**config.mk**
```make
export PLATFORM = sky130hd
export DESIGN_NAME = sts3_tx_scrambler
export DESIGN_NICKNAME = d
export VERILOG_FILES = /design/src/rtl/sts3_scr_pkg.sv /design/src/rtl/sts3_frame_pos.sv /design/src/rtl/sts3_scr_lfsr.sv /design/src/rtl/sts3_oh_inject.sv /design/src/rtl/sts3_tx_scrambler.sv
export SDC_FILE = /design/constraint.sdc
export NUM_CORES = 1
export LEC_CHECK = 0
export BUFFER_PORTS_ARGS = -buffer_cell sky130_fd_sc_hd__buf_4
export CAP_MARGIN = 5
export CELL_PAD_IN_SITES_DETAIL_PLACEMENT = 1
export CELL_PAD_IN_SITES_GLOBAL_PLACEMENT = 1
export CORE_MARGIN = 8
export CORE_UTILIZATION = 41
export DETAILED_ROUTE_END_ITERATION = 8
export GPL_TIMING_DRIVEN = 0
export PLACE_DENSITY = 0.85
export SKIP_CTS_REPAIR_TIMING = 1
export SYNTH_ARGS = -nofsm -noshare
export SYNTH_HDL_FRONTEND = slang
export SYNTH_SLANG_ARGS = --single-unit
```
**constraint.sdc**
```tcl
create_clock -name clk -period 3.5 [get_ports clk]
set_clock_uncertainty 0.15 [all_clocks]
set_input_delay 0.35 -clock clk [delete_from_list [all_inputs] [get_ports clk]]
set_output_delay 0.35 -clock clk [all_outputs]
set_load 0.05 [all_outputs]
```
**src/rtl/sts3_scr_pkg.sv**
```systemverilog
package sts3_scr_pkg;

    // Frame region of a byte position
    typedef enum logic [2:0] {
        ST_UNSYNC  = 3'd0,
        ST_FRAMING = 3'd1,
        ST_SECT_OH = 3'd2,
        ST_LINE_OH = 3'd3,
        ST_PAYLOAD = 3'd4
    } region_e;

    // Control byte, bits 5..0 (first member is the MSB)
    typedef struct packed {
        logic rdi_force;   // bit 5
        logic ais_force;   // bit 4
        logic los_force;   // bit 3
        logic scr_en;      // bit 2
        logic b2_err;      // bit 1
        logic a1_err;      // bit 0
    } ctrl_t;

    localparam int CTRL_W = 6;
    localparam logic [CTRL_W-1:0] CTRL_RESET = 6'b000100;

endpackage

```
**src/rtl/sts3_frame_pos.sv**
```systemverilog
module sts3_frame_pos
    import sts3_scr_pkg::*;
#(
    parameter int N_STS        = 3,
    parameter int COLS_PER_STS = 90,
    parameter int ROWS         = 9,
    parameter int TOH_PER_STS  = 3,
    parameter int SECT_ROWS    = 3,
    localparam int ROW_BYTES   = N_STS * COLS_PER_STS,
    localparam int TOH_W       = N_STS * TOH_PER_STS,
    localparam int COL_W       = $clog2(ROW_BYTES),
    localparam int ROW_W       = $clog2(ROWS)
) (
    input  logic             clk,
    input  logic             rst_n,
    input  logic             sof,
    output logic [ROW_W-1:0] cur_row,
    output logic [COL_W-1:0] cur_col,
    output region_e          cur_region
);

    region_e          state_q, state_d;
    logic [ROW_W-1:0] row_q, row_d;
    logic [COL_W-1:0] col_q, col_d;

    function automatic region_e classify(input logic [ROW_W-1:0] r,
                                         input logic [COL_W-1:0] c);
        region_e res;
        if (c >= COL_W'(TOH_W))
            res = ST_PAYLOAD;
        else if (r == '0)
            res = ST_FRAMING;
        else if (r < ROW_W'(SECT_ROWS))
            res = ST_SECT_OH;
        else
            res = ST_LINE_OH;
        return res;
    endfunction

    // State register
    always_ff @(posedge clk) begin
        if (!rst_n) begin
            state_q <= ST_UNSYNC;
            row_q   <= '0;
            col_q   <= '0;
        end else begin
            state_q <= state_d;
            row_q   <= row_d;
            col_q   <= col_d;
        end
    end

    // Outputs: position of the byte on the input this cycle
    always_comb begin
        cur_row    = '0;
        cur_col    = '0;
        cur_region = ST_UNSYNC;
        if (sof) begin
            cur_region = ST_FRAMING;
        end else begin
            unique case (state_q)
                ST_UNSYNC: cur_region = ST_UNSYNC;
                ST_FRAMING, ST_SECT_OH, ST_LINE_OH, ST_PAYLOAD: begin
                    cur_row    = row_q;
                    cur_col    = col_q;
                    cur_region = state_q;
                end
                default: cur_region = ST_UNSYNC;
            endcase
        end
    end

    // Transitions: region of the next expected byte
    always_comb begin
        col_d   = col_q;
        row_d   = row_q;
        state_d = state_q;
        if (cur_region != ST_UNSYNC) begin
            if (cur_col == COL_W'(ROW_BYTES - 1)) begin
                col_d = '0;
                row_d = (cur_row == ROW_W'(ROWS - 1)) ? '0 : cur_row + 1'b1;
            end else begin
                col_d = cur_col + 1'b1;
                row_d = cur_row;
            end
            state_d = classify(row_d, col_d);
        end
    end

endmodule

```
**src/rtl/sts3_scr_lfsr.sv**
```systemverilog
module sts3_scr_lfsr #(
    parameter int LFSR_W = 7,
    parameter int TAP    = 6,
    parameter int BYTE_W = 8
) (
    input  logic              clk,
    input  logic              rst_n,
    input  logic              reload,
    input  logic              advance,
    output logic [BYTE_W-1:0] mask
);

    logic [LFSR_W-1:0] st_q, st_d, seed;

    always_comb begin
        seed = reload ? {LFSR_W{1'b1}} : st_q;
        st_d = seed;
        mask = '0;
        for (int i = 0; i < BYTE_W; i++) begin
            mask[BYTE_W-1-i] = st_d[LFSR_W-1];
            st_d = {st_d[LFSR_W-2:0], st_d[LFSR_W-1] ^ st_d[TAP-1]};
        end
    end

    always_ff @(posedge clk) begin
        if (!rst_n)
            st_q <= {LFSR_W{1'b1}};
        else if (advance)
            st_q <= st_d;
    end

endmodule

```
**src/rtl/sts3_oh_inject.sv**
```systemverilog
module sts3_oh_inject
    import sts3_scr_pkg::*;
#(
    parameter int N_STS  = 3,
    parameter int B2_ROW = 4,
    parameter int COL_W  = 9,
    parameter int ROW_W  = 4
) (
    input  logic [7:0]       din,
    input  logic [ROW_W-1:0] row,
    input  logic [COL_W-1:0] col,
    input  region_e          region,
    input  ctrl_t            ctrl,
    output logic [7:0]       sub_byte,
    output logic             scr_ok
);

    logic is_a1, is_b2, is_k2, in_line;

    always_comb begin
        is_a1   = (region == ST_FRAMING) && (col == '0);
        is_b2   = (region == ST_LINE_OH) && (row == ROW_W'(B2_ROW)) &&
                  (col < COL_W'(N_STS));
        is_k2   = (region == ST_LINE_OH) && (row == ROW_W'(B2_ROW)) &&
                  (col == COL_W'(2 * N_STS));
        in_line = (region == ST_LINE_OH) || (region == ST_PAYLOAD);
        scr_ok  = (region == ST_SECT_OH) || in_line;

        sub_byte = din;
        if (is_a1 && ctrl.a1_err)
            sub_byte[0] = ~sub_byte[0];
        if (is_b2 && ctrl.b2_err)
            sub_byte[0] = ~sub_byte[0];
        if (in_line && ctrl.ais_force)
            sub_byte = 8'hFF;
        else if (is_k2 && ctrl.rdi_force)
            sub_byte[2:0] = 3'b110;
    end

endmodule

```
**src/rtl/sts3_tx_scrambler.sv**
```systemverilog
module sts3_tx_scrambler
    import sts3_scr_pkg::*;
#(
    parameter int N_STS        = 3,
    parameter int COLS_PER_STS = 90,
    parameter int ROWS         = 9,
    parameter int TOH_PER_STS  = 3,
    parameter int B2_ROW       = 4
) (
    input  logic       clk,
    input  logic       rst_n,
    input  logic [7:0] din,
    input  logic       din_sof,
    input  logic       ctrl_wr,
    input  logic [7:0] ctrl_wdata,
    output logic [7:0] ctrl_rdata,
    output logic [7:0] dout,
    output logic       dout_sof
);

    localparam int ROW_BYTES = N_STS * COLS_PER_STS;
    localparam int TOH_W     = N_STS * TOH_PER_STS;
    localparam int COL_W     = $clog2(ROW_BYTES);
    localparam int ROW_W     = $clog2(ROWS);

    ctrl_t            ctrl_q;
    logic [ROW_W-1:0] pos_row;
    logic [COL_W-1:0] pos_col;
    region_e          pos_region;
    logic [7:0]       scr_mask, sub_byte, scr_byte, fin_byte;
    logic             scr_ok, lfsr_reload, lfsr_adv;
    logic [7:0]       dout_q;
    logic             dout_sof_q;

    always_ff @(posedge clk) begin
        if (!rst_n)
            ctrl_q <= ctrl_t'(CTRL_RESET);
        else if (ctrl_wr)
            ctrl_q <= ctrl_t'(ctrl_wdata[CTRL_W-1:0]);
    end
    assign ctrl_rdata = {{(8 - CTRL_W){1'b0}}, ctrl_q};

    sts3_frame_pos #(
        .N_STS(N_STS), .COLS_PER_STS(COLS_PER_STS), .ROWS(ROWS),
        .TOH_PER_STS(TOH_PER_STS), .SECT_ROWS(3)
    ) pos_i (
        .clk(clk), .rst_n(rst_n), .sof(din_sof),
        .cur_row(pos_row), .cur_col(pos_col), .cur_region(pos_region)
    );

    assign lfsr_reload = (pos_region == ST_PAYLOAD) && (pos_row == '0) &&
                         (pos_col == COL_W'(TOH_W));
    assign lfsr_adv    = (pos_region != ST_UNSYNC);

    sts3_scr_lfsr #(.LFSR_W(7), .TAP(6), .BYTE_W(8)) lfsr_i (
        .clk(clk), .rst_n(rst_n), .reload(lfsr_reload),
        .advance(lfsr_adv), .mask(scr_mask)
    );

    sts3_oh_inject #(
        .N_STS(N_STS), .B2_ROW(B2_ROW), .COL_W(COL_W), .ROW_W(ROW_W)
    ) inj_i (
        .din(din), .row(pos_row), .col(pos_col), .region(pos_region),
        .ctrl(ctrl_q), .sub_byte(sub_byte), .scr_ok(scr_ok)
    );

    assign scr_byte = (ctrl_q.scr_en && scr_ok) ? (sub_byte ^ scr_mask) : sub_byte;
    assign fin_byte = ctrl_q.los_force ? 8'h00 : scr_byte;

    always_ff @(posedge clk) begin
        if (!rst_n) begin
            dout_q     <= '0;
            dout_sof_q <= 1'b0;
        end else begin
            dout_q     <= fin_byte;
            dout_sof_q <= din_sof;
        end
    end
    assign dout     = dout_q;
    assign dout_sof = dout_sof_q;

endmodule

```
==> results.txt <==
CTS tree: yes
CTS buffer count: 5
via count: 2,156
sequential share of power: 42.3%
Routed Wire Length: 6.63 mm
Worst Setup End Kind: flop
Slowest Stage Delay on Critical Path: 420 ps
Sw Share: 28.7%
VDD IR max: 0.000175 V
GRT Overall Usage: 16.4%
Critical Setup Path Class: flop to flop
port bufs: 31
clk slew on worst S/H paths: 70 ps
total overflow reported by the global router: 0
clock latency on the worst-skew pair: 300 ps
combinational share of power: 19.9%
Int Pwr: 0.000854 W
slowest CP cell: or3_1
share of cells above drive strength 1: 18.7%
Top delay family on crit path: simple AND/OR/NAND/NOR gates
Area growth syn-to-layout: 21.5%
Seq/Total Area, Yosys: 33.5%
CTS HTree Levels: 2
fin crit period: 3290 ps
drt pass-1 iters: 4
EDFF count, synth: 0
Synth Register Bits: 38
count leader, synth: dfxtp_1
met3 GRT Util: 4.07%
Chip Width: 90.4 µm
Final Power: 0.00120 W
largest cells by area after synthesis: dfxtp_1 (33%), xnor2_1 (6.9%), nor2_1 (6.1%), mux2i_1 (4.4%), o21ai_0 (3.7%)
first-pass GRT wire length: 11.0 mm
Cell Pwr Density: 434 nW/µm²
largest net degree at the start of global routing: 14
clk sink count: 38
GR Util met1: 19.2%
outcome: completed
dominant synthesized flop cell: dfxtp_1
clock share of power: 37.9%
Hold Violations, Final: 0
WP data arrival: 3340 ps
final critical-path share of the clock period: 94.1%
DRC violations left: 0
# diodes: 0
M2 GR Usage: 28.0%
critical-path cell list: or3_1, and3_2, and2_1, inv_1, ha_1, nand4_1, buf_4, a2111o_1, a21oi_4, xor2_1, and2_1, o31ai_1
area leader, netlist: dfxtp_1
Hold WC Path Type: input port to flop
number of global-route vias before repair: 2,235
nets@finish: 346
final setup fails: 0
leakage: 1.11 nW
Boundary Pins: 37
most common library cells after synthesis: dfxtp_1 (38), nor2_1 (37), nand2_1 (19), xnor2_1 (18), o21ai_0 (17)
DIE HEIGHT: 90.4 µm
Worst Tran Pin Value: 900 ps
Pins Over Slew Limit: 0
initial antenna violation count: 0
Worst Path Buf+Inv: 2
DRT antenna net count: 0
required time of the critical path: 3550 ps
Yosys top cell area share: 33.5%
FMAX: 0.304 GHz
cells after synthesis: 281
Initial Utilization: 41.8%
Clock Tree Root: clkbuf_8
fillers: 679
wire length per cell: 16.9 µm
DP HPWL: 4.90 mm
global placement routability congestion: 0.832
row cnt: 27
Worst Path Max Fanout: 8
Synth warnings: 0
Setup WS pre-CTS: -45.0 ps
DRT iter0 DRCs: 79
PnR worst setup slack: 206 ps
synth unique cells: 53
Setup crit start kind: flop
Synth async-reset ratio: 0%
busiest grt layer: met2
core area: 5440 µm²
Mapped Area: 2270 µm²
Avg Vias per Cell: 5.49
Switch Pwr: 0.000344 W
die area: 8180 µm²
CTS max path bufs: 2
crit-path most repeated cell: and2_1
Mapped Avg Cell Area: 8.08 µm²
Slew HR: 39.9%
maxcap violations: 0
==> flip-flops by register name, summed over array words and instances (netlist names) <==
| signal | flops |
|---|---|
| pos_i.col_q | 9 |
| dout | 8 |
| lfsr_i.st_q | 7 |
| ctrl_rdata | 6 |
| pos_i.row_q | 4 |
| pos_i.state_q | 3 |
| dout_sof | 1 |
==> cells in the final DEF, fill, tap and decap left out, types with 4 or more instances in the layout <==
| cell type | n |
|---|---|
| nor2_1 | 37 |
| nand4_1 | 5 |
| o311ai_0 | 5 |
| inv_1 | 6 |
| and2_1 | 4 |
| nor2b_1 | 5 |
| mux2i_1 | 10 |
| nand2_1 | 19 |
| nor3_1 | 8 |
| nand3_1 | 10 |
| ha_1 | 6 |
| a21oi_1 | 14 |
| clkbuf_1 | 11 |
| buf_4 | 35 |
| o21ai_0 | 17 |
| clkbuf_8 | 5 |
| xor2_1 | 6 |
| or3_1 | 4 |
| dfxtp_1 | 38 |
| and3_1 | 4 |
| xnor2_1 | 18 |
| nor4_1 | 4 |
==> worst paths after layout <==
kind / startpoint / to / slack [ps] / cells past startpoint
worst max-delay path: pos_i.state_q[1] / pos_i.state_q[0] / 210 / 12
worst min-delay path: ctrl_wdata[2] / ctrl_rdata[2] / 130 / 3
worst max register to register: pos_i.state_q[1] / pos_i.state_q[0] / 210 / 12
worst min register to register: ctrl_rdata[2] / ctrl_rdata[2] / 370 / 2
==> worst reg2reg max path, delay by kind of cell, from the launching register on <==
family | cells | cell delay [ps]
adder cells (fa/ha/maj) | 1 | 230
AND/OR/NAND/NOR | 5 | 1220
XOR/XNOR | 1 | 90
buffers and inverters | 2 | 300
flip-flops | 1 | 380
AO/OA/AOI/OAI | 3 | 830
==> final cells by class <==
type	count	area, µm²	share of cell area [%]
timing repair buffer	32	240	8.70
multi-input combinational	216	1400	50.7
tap	72	90.1	3.26
buffer	20	105	3.81
clock inverter	3	68.8	2.49
sequential	38	761	27.6
clock buffer	5	68.8	2.49
inverter	7	26.3	0.952
==> kinds of logic after synthesis <==
group           Yosys count  share of synthesized area, %
simple gates            118                          26.8
compound gates           54                          15.6
flops                    38                          33.5
buf+inv                  28                          5.95
xor+xnor                 24                          9.26
mux                      12                          5.40
fa+ha+maj                 6                          3.31
other cells               1                         0.165
==> per-stage QoR <==
stage | instances | TNS, ps | cell area, µm² | hold slack [ps] | utilization, %
after floorplan | 282 | 0 | 2270 | 329 | -
after global placement | 385 | 0 | 2600 | 339 | 47.8
after detailed placement | 385 | -45.0 | 2600 | 351 | 47.8
after CTS | 393 | -76.4 | 2740 | 128 | 50.3
after global routing | 393 | -11.3 | 2760 | 139 | 50.7
final | 393 | 0 | 2760 | 129 | 50.7
==> power by group through the flow <==
stage / Clock [W] / Combinational (W) / Sequential, W
final: 0.000454 / 0.000238 / 0.000506
after global routing: 0.000479 / 0.000262 / 0.000511
after CTS: 0.000460 / 0.000239 / 0.000506
after detailed placement: 0 / 0.000237 / 0.000516
after global placement: 0 / 0.000230 / 0.000513
after floorplan: 0 / 0.000133 / 0.000545
==> routing by layer <==
layer / routed length, µm / vias to the layer above
met5: 0 / -
met4: 108 / 0
met3: 278 / 12
met2: 3170 / 44
met1: 3070 / 1038
li1: - / 1062
Note: power is estimated with default switching activity, not from simulation.
